===== src/rtl/stb_pkg.sv =====
package stb_pkg;
    localparam int unsigned STB_AW   = 32;
    localparam int unsigned STB_DW   = 32;
    localparam int unsigned STB_BE_W = STB_DW / 8;

    typedef struct packed {
        logic [STB_AW-1:0]   addr;
        logic [STB_DW-1:0]   data;
        logic [STB_BE_W-1:0] mask;
    } stb_ent_t;
endpackage


===== src/rtl/stb_fwd.sv =====
// Load probe: scans live entries oldest to youngest; the last match wins.
module stb_fwd
    import stb_pkg::*;
#(
    parameter int unsigned DEPTH = 8
) (
    input  stb_ent_t [DEPTH-1:0]         ents_i,
    input  logic [$clog2(DEPTH)-1:0]     head_i,
    input  logic [$clog2(DEPTH):0]       cnt_i,
    input  logic                         ld_valid_i,
    input  logic [STB_AW-1:0]            ld_addr_i,
    input  logic [STB_BE_W-1:0]          ld_mask_i,
    output logic                         hit_o,
    output logic                         stall_o,
    output logic [STB_DW-1:0]            data_o
);
    localparam int unsigned PW = $clog2(DEPTH);
    localparam int unsigned CW = PW + 1;

    logic [PW-1:0]       idx;
    logic                found;
    logic                covers;
    logic [STB_DW-1:0]   sel_data;
    logic [STB_DW-1:0]   byte_sel;

    always_comb begin
        idx      = head_i;
        found    = 1'b0;
        covers   = 1'b0;
        sel_data = '0;
        for (int k = 0; k < DEPTH; k++) begin
            if (CW'(k) < cnt_i) begin
                idx = head_i + PW'(k);
                if ((ents_i[idx].addr == ld_addr_i) &&
                    ((ents_i[idx].mask & ld_mask_i) != '0)) begin
                    found    = 1'b1;
                    covers   = ((ld_mask_i & ~ents_i[idx].mask) == '0);
                    sel_data = ents_i[idx].data;
                end
            end
        end
    end

    always_comb begin
        for (int b = 0; b < STB_BE_W; b++) begin
            byte_sel[b*8 +: 8] = {8{ld_mask_i[b]}};
        end
    end

    assign hit_o   = ld_valid_i && found && covers;
    assign stall_o = ld_valid_i && found && !covers;
    assign data_o  = hit_o ? (sel_data & byte_sel) : '0;
endmodule


===== src/rtl/stb_fence.sv =====
// Fence/atomic tracker: holds a pending flag until the queue is seen empty.
module stb_fence (
    input  logic clk_i,
    input  logic rst_ni,
    input  logic req_i,
    input  logic empty_i,
    output logic block_o,
    output logic done_o
);
    typedef struct packed {
        logic pend;
    } fence_st_t;

    fence_st_t st_d, st_q;
    logic      active;

    assign active  = req_i | st_q.pend;
    assign block_o = active;
    assign done_o  = active & empty_i;

    always_comb begin
        st_d      = st_q;
        st_d.pend = active & ~done_o;
    end

    always_ff @(posedge clk_i) begin
        if (!rst_ni) begin
            st_q <= '0;
        end else begin
            st_q <= st_d;
        end
    end
endmodule


===== src/rtl/stb_queue.sv =====
// Ordered store buffer: circular queue, head-only drain, same-cycle load probe.
module stb_queue
    import stb_pkg::*;
#(
    parameter int unsigned DEPTH = 8
) (
    input  logic                 clk_i,
    input  logic                 rst_ni,
    input  logic                 enq_valid_i,
    output logic                 enq_ready_o,
    input  logic [STB_AW-1:0]    enq_addr_i,
    input  logic [STB_DW-1:0]    enq_data_i,
    input  logic [STB_BE_W-1:0]  enq_mask_i,
    input  logic                 ld_valid_i,
    input  logic [STB_AW-1:0]    ld_addr_i,
    input  logic [STB_BE_W-1:0]  ld_mask_i,
    output logic                 ld_hit_o,
    output logic                 ld_stall_o,
    output logic [STB_DW-1:0]    ld_data_o,
    output logic                 drn_valid_o,
    output logic [STB_AW-1:0]    drn_addr_o,
    output logic [STB_DW-1:0]    drn_data_o,
    output logic [STB_BE_W-1:0]  drn_mask_o,
    input  logic                 drn_grant_i,
    input  logic [STB_AW-1:0]    drn_grant_addr_i,
    input  logic                 fence_req_i,
    output logic                 fence_done_o
);
    localparam int unsigned PW = $clog2(DEPTH);
    localparam int unsigned CW = PW + 1;

    typedef struct packed {
        logic [PW-1:0] head;
        logic [PW-1:0] tail;
        logic [CW-1:0] cnt;
    } ptr_t;

    ptr_t                  st_d, st_q;
    stb_ent_t [DEPTH-1:0]  ent_d, ent_q;
    stb_ent_t              head_ent;
    logic                  fence_block;
    logic                  q_empty;
    logic                  do_push;
    logic                  do_pop;

    assign q_empty  = (st_q.cnt == '0);
    assign head_ent = ent_q[st_q.head];

    stb_fence u_fence (
        .clk_i   (clk_i),
        .rst_ni  (rst_ni),
        .req_i   (fence_req_i),
        .empty_i (q_empty),
        .block_o (fence_block),
        .done_o  (fence_done_o)
    );

    stb_fwd #(.DEPTH(DEPTH)) u_fwd (
        .ents_i     (ent_q),
        .head_i     (st_q.head),
        .cnt_i      (st_q.cnt),
        .ld_valid_i (ld_valid_i),
        .ld_addr_i  (ld_addr_i),
        .ld_mask_i  (ld_mask_i),
        .hit_o      (ld_hit_o),
        .stall_o    (ld_stall_o),
        .data_o     (ld_data_o)
    );

    assign enq_ready_o = (st_q.cnt != CW'(DEPTH)) && !fence_block;
    assign do_push     = enq_valid_i && enq_ready_o;

    assign drn_valid_o = !q_empty;
    assign drn_addr_o  = head_ent.addr;
    assign drn_data_o  = head_ent.data;
    assign drn_mask_o  = head_ent.mask;
    assign do_pop      = drn_valid_o && drn_grant_i &&
                         (drn_grant_addr_i == head_ent.addr);

    always_comb begin
        st_d  = st_q;
        ent_d = ent_q;
        if (do_push) begin
            ent_d[st_q.tail].addr = enq_addr_i;
            ent_d[st_q.tail].data = enq_data_i;
            ent_d[st_q.tail].mask = enq_mask_i;
            st_d.tail             = st_q.tail + PW'(1);
        end
        if (do_pop) begin
            st_d.head = st_q.head + PW'(1);
        end
        st_d.cnt = st_q.cnt + CW'(do_push) - CW'(do_pop);
    end

    always_ff @(posedge clk_i) begin
        if (!rst_ni) begin
            st_q  <= '0;
            ent_q <= '0;
        end else begin
            st_q  <= st_d;
            ent_q <= ent_d;
        end
    end
endmodule


===== config.mk =====
export PLATFORM = sky130hd
export DESIGN_NAME = stb_queue
export DESIGN_NICKNAME = d
export VERILOG_FILES = /design/src/rtl/stb_pkg.sv /design/src/rtl/stb_fwd.sv /design/src/rtl/stb_fence.sv /design/src/rtl/stb_queue.sv
export SDC_FILE = /design/constraint.sdc
export NUM_CORES = 2
export LEC_CHECK = 0
export BUFFER_PORTS_ARGS = -buffer_cell sky130_fd_sc_hd__buf_2
export CORE_UTILIZATION = 60
export CTS_CLUSTER_SIZE = 28
export DETAILED_ROUTE_END_ITERATION = 8
export HOLD_SLACK_MARGIN = 0.1
export PLACE_DENSITY = 0.8
export SLEW_MARGIN = 20
export SYNTH_ARGS = -nofsm -noshare
export SYNTH_HDL_FRONTEND = slang
export SYNTH_SLANG_ARGS = --single-unit

===== constraint.sdc =====
create_clock -name clk_i -period 11.2 [get_ports clk_i]
set_input_delay 1.68 -clock clk_i [delete_from_list [all_inputs] [get_ports clk_i]]
set_output_delay 1.68 -clock clk_i [all_outputs]
set_load 0.05 [all_outputs]

==> impl_metrics.tcl <==
set metrics [dict create \
    status "complete, but fails checks" \
    violations "design-rule violations, max-capacitance violations, max-slew violations" \
    drive_gt1_frac 0.201 \
    ys_ff_latch 555 \
    setup_viol 0 \
    finalCriticalPeriod_ns 9.93 \
    drc 4 \
    crit_family "simple AND/OR/NAND/NOR gates" \
    clock_sinks 555 \
    vias 52657 \
    worstPathRequired_ns 9.52 \
    postSynth.asyncResetShare 0 \
    cts_root_buf "clkbuf_16" \
    final_hold_viol_count 0 \
    r2r_setup_slack_ns 4.07 \
    num_rows 105 \
    final_nets 5778 \
    hold_start "ent_q[276]" \
    dr.pass1.iters 9 \
    fmax_ghz 0.101 \
    path_cells "buf_12, mux4_2, mux2i_1, xnor2_1, nor4_1, nand4_1, or4_2, buf_4, nor4_4, o2111ai_4, a311oi_4, o221a_1, buf_2" \
    antenna_left 0 \
    clock_skew_ns 0.0377 \
    ys.flop_type "dfxtp_1" \
    synth-seq-area-share 0.221 \
    gr-total-overflow 0 \
    clock_path_buffers 3 \
    synthDistinctLibCells 94 \
    worstPathMaxFanout 133 \
    ios 247 \
    fp.coreArea_um2 82500 \
    via_per_inst 7.78 \
    synth_area_per_cell_um2 8.64 \
    crit_type "flop to output port" \
    syn_area_um2 50300 \
    start_util 0.610 \
    gp_congestion 1.16 \
    grt_first_pass_wirelength_um 339000 \
    hold_path_end "ent_q[276]" \
    dp_hpwl_um 164000 \
    die_h_um 292 \
    grt_pass1_vias 48364 \
    rr_endpoint "st_q[2]" \
    start_kind "flop" \
    cap_violations 1 \
    peakVddDrop_uv 147 \
    critPathBufInv 3 \
    min_period_over_period 0.887 \
    antenna_found_initial 21 \
    placedInstanceArea_um2 51100 \
    cts_buffers 60 \
    cts_tree "built" \
    hp-class "flop to flop" \
    grt_max_degree 225 \
    final_area_um2 53400 \
    critical_path.max_stage_delay_ns 0.88 \
    power_density_nw_per_um2 98.3 \
    cts_max_level 2 \
    drt-wirelength-per-cell_um 35.0 \
    leakagePower_nw 17.0 \
    ff2ff_path_depth 17 \
    clock_latency_ns 0.70 \
    drv_slew 1 \
    clk_pin_slew_ns 0.06 \
    area_growth_pct 6.02 \
    totalWireLength_um 237000 \
    detailedPlace.worstSlack_ns 2.29 \
    syn_nets 5980 \
    track_usage 0.543 \
    cts_setup_buffers 0 \
    fp.dieW_um 292 \
    endpoint_kind "output port" \
    final_core_util 0.647 \
    hold_buffers 0 \
    setup_ws_ns 1.27 \
    fin_tns_setup_ns 0 \
    cpMaxStageDelayCell "nor4_1" \
    cts_resized 0 \
    port-buffer-count 246 \
    worst_pin_slew_ns 1.49 \
    r2r-start "st_q[7]" \
    crit_arrival_ns 8.25 \
    fin_hold_ws_ns 0.498 \
    rsz0062_at_grt "no" \
    fp.dieArea_um2 85000 \
    drtIter0Drc 9709 \
    relSlewSlack -0.000530 \
    whs_path_depth 2 \
    synthCells 5827 \
    final.fill_count 6682 \
    synth-edff-count 0 \
    yosysWarnings 0 \
]
cells in the final DEF, fill, tap and decap left out, drive strengths merged, types with 41 or more instances in the layout:
cell type,synthesis,final
xnor2,236,236
nand3,70,70
mux4,558,558
and2,55,55
dfxtp,555,555
mux2i,323,323
clkbuf,328,80
a21oi,679,679
o21ai,70,70
nand2,1596,1596
a31oi,49,49
nor2,133,133
o22ai,58,58
nand4,41,41
buf,285,349
mux2,53,53
a2111oi,49,49
inv,63,68
nand2b,51,51
stage by stage:
step,power (mW),std cells
3_5_place_dp,3.02,6632
3_3_place_gp,3.01,6630
4_1_cts,5.17,6746
2_1_floorplan,2.67,5827
6_report,5.25,6772
5_1_grt,5.31,6753
routing by layer:
metal / vias to the layer above / wire length, um / GRT usage
met5: - / 298 / 0.00567
met4: 18 / 15900 / 0.286
met3: 1104 / 42000 / 0.227
met2: 5198 / 96600 / 0.764
met1: 25311 / 82100 / 0.708
li1: 21026 / - / -
worst reg2reg max path, cell delays in order (launching register included):
cell and delay (ns):
dfxtp_4 0.63, buf_12 0.44, buf_4 0.80, and2_1 1.07, a22o_1 0.36, nor2_1 0.11
xnor2_1 0.46, nand4_1 0.21, nor4b_1 0.42, nand4b_1 0.22, nor4_2 1.00, ha_1 0.40
inv_1 0.07, ha_1 0.17, inv_1 0.06, fa_1 0.40, xor2_1 0.15, nor2_1 0.05
worst max-delay path by stage:
stage | from | end | slack [ns] | depth (start not counted)
2_1_floorplan | st_q[7] | ld_stall_o | 3.70 | 20
3_3_place_gp | st_q[8] | ld_data_o[30] | 2.36 | 15
3_5_place_dp | st_q[8] | ld_data_o[31] | 2.29 | 15
4_1_cts | st_q[8] | ld_data_o[31] | 1.58 | 15
5_1_grt | st_q[7] | ld_data_o[31] | 1.39 | 14
6_report | st_q[8] | ld_data_o[0] | 1.27 | 13
cell families after synthesis:
group / synth area share
simple gates: 0.178
fa+ha+maj: 0.00288
xor+xnor: 0.0463
compound gates: 0.161
flops: 0.221
buf+inv: 0.0650
mux: 0.327
layout make-up:
class | instances | area [um^2] | area share
multi-input combinational | 4587 | 36200 | 0.679
sequential | 555 | 11100 | 0.208
timing repair buffer | 349 | 2170 | 0.0407
clock buffer | 80 | 1690 | 0.0316
tap | 1070 | 1340 | 0.0251
clock inverter | 34 | 473 | 0.00886
inverter | 72 | 282 | 0.00528
antenna | 25 | 62.6 | 0.00117
state kept, by name, summed over array words and instances (netlist names):
name / count
u_fence.st_q: 1
st_q: 10
ent_q: 544
cells in the mapped netlist (70+ instances only):
library cell | number | share of area
nor2_1 | 132 | 0.0098
xnor2_1 | 235 | 0.041
dfxtp_1 | 555 | 0.22
buf_2 | 115 | 0.011
buf_4 | 99 | 0.015
a21oi_1 | 679 | 0.068
clkbuf_1 | 328 | 0.024
nand2_1 | 1596 | 0.12
mux2i_1 | 318 | 0.063
mux4_2 | 558 | 0.25
nand3_1 | 70 | 0.0070
o21ai_0 | 70 | 0.0070
power by group:
part | total [mW] | internal (mW) | switching (mW)
combinational | 0.948 | 0.245 | 0.703
sequential | 2.10 | 2.02 | 0.0778
clock | 2.20 | 1.27 | 0.925
total | 5.25 | 3.54 | 1.71
Note: power is estimated with default switching activity, not from simulation.
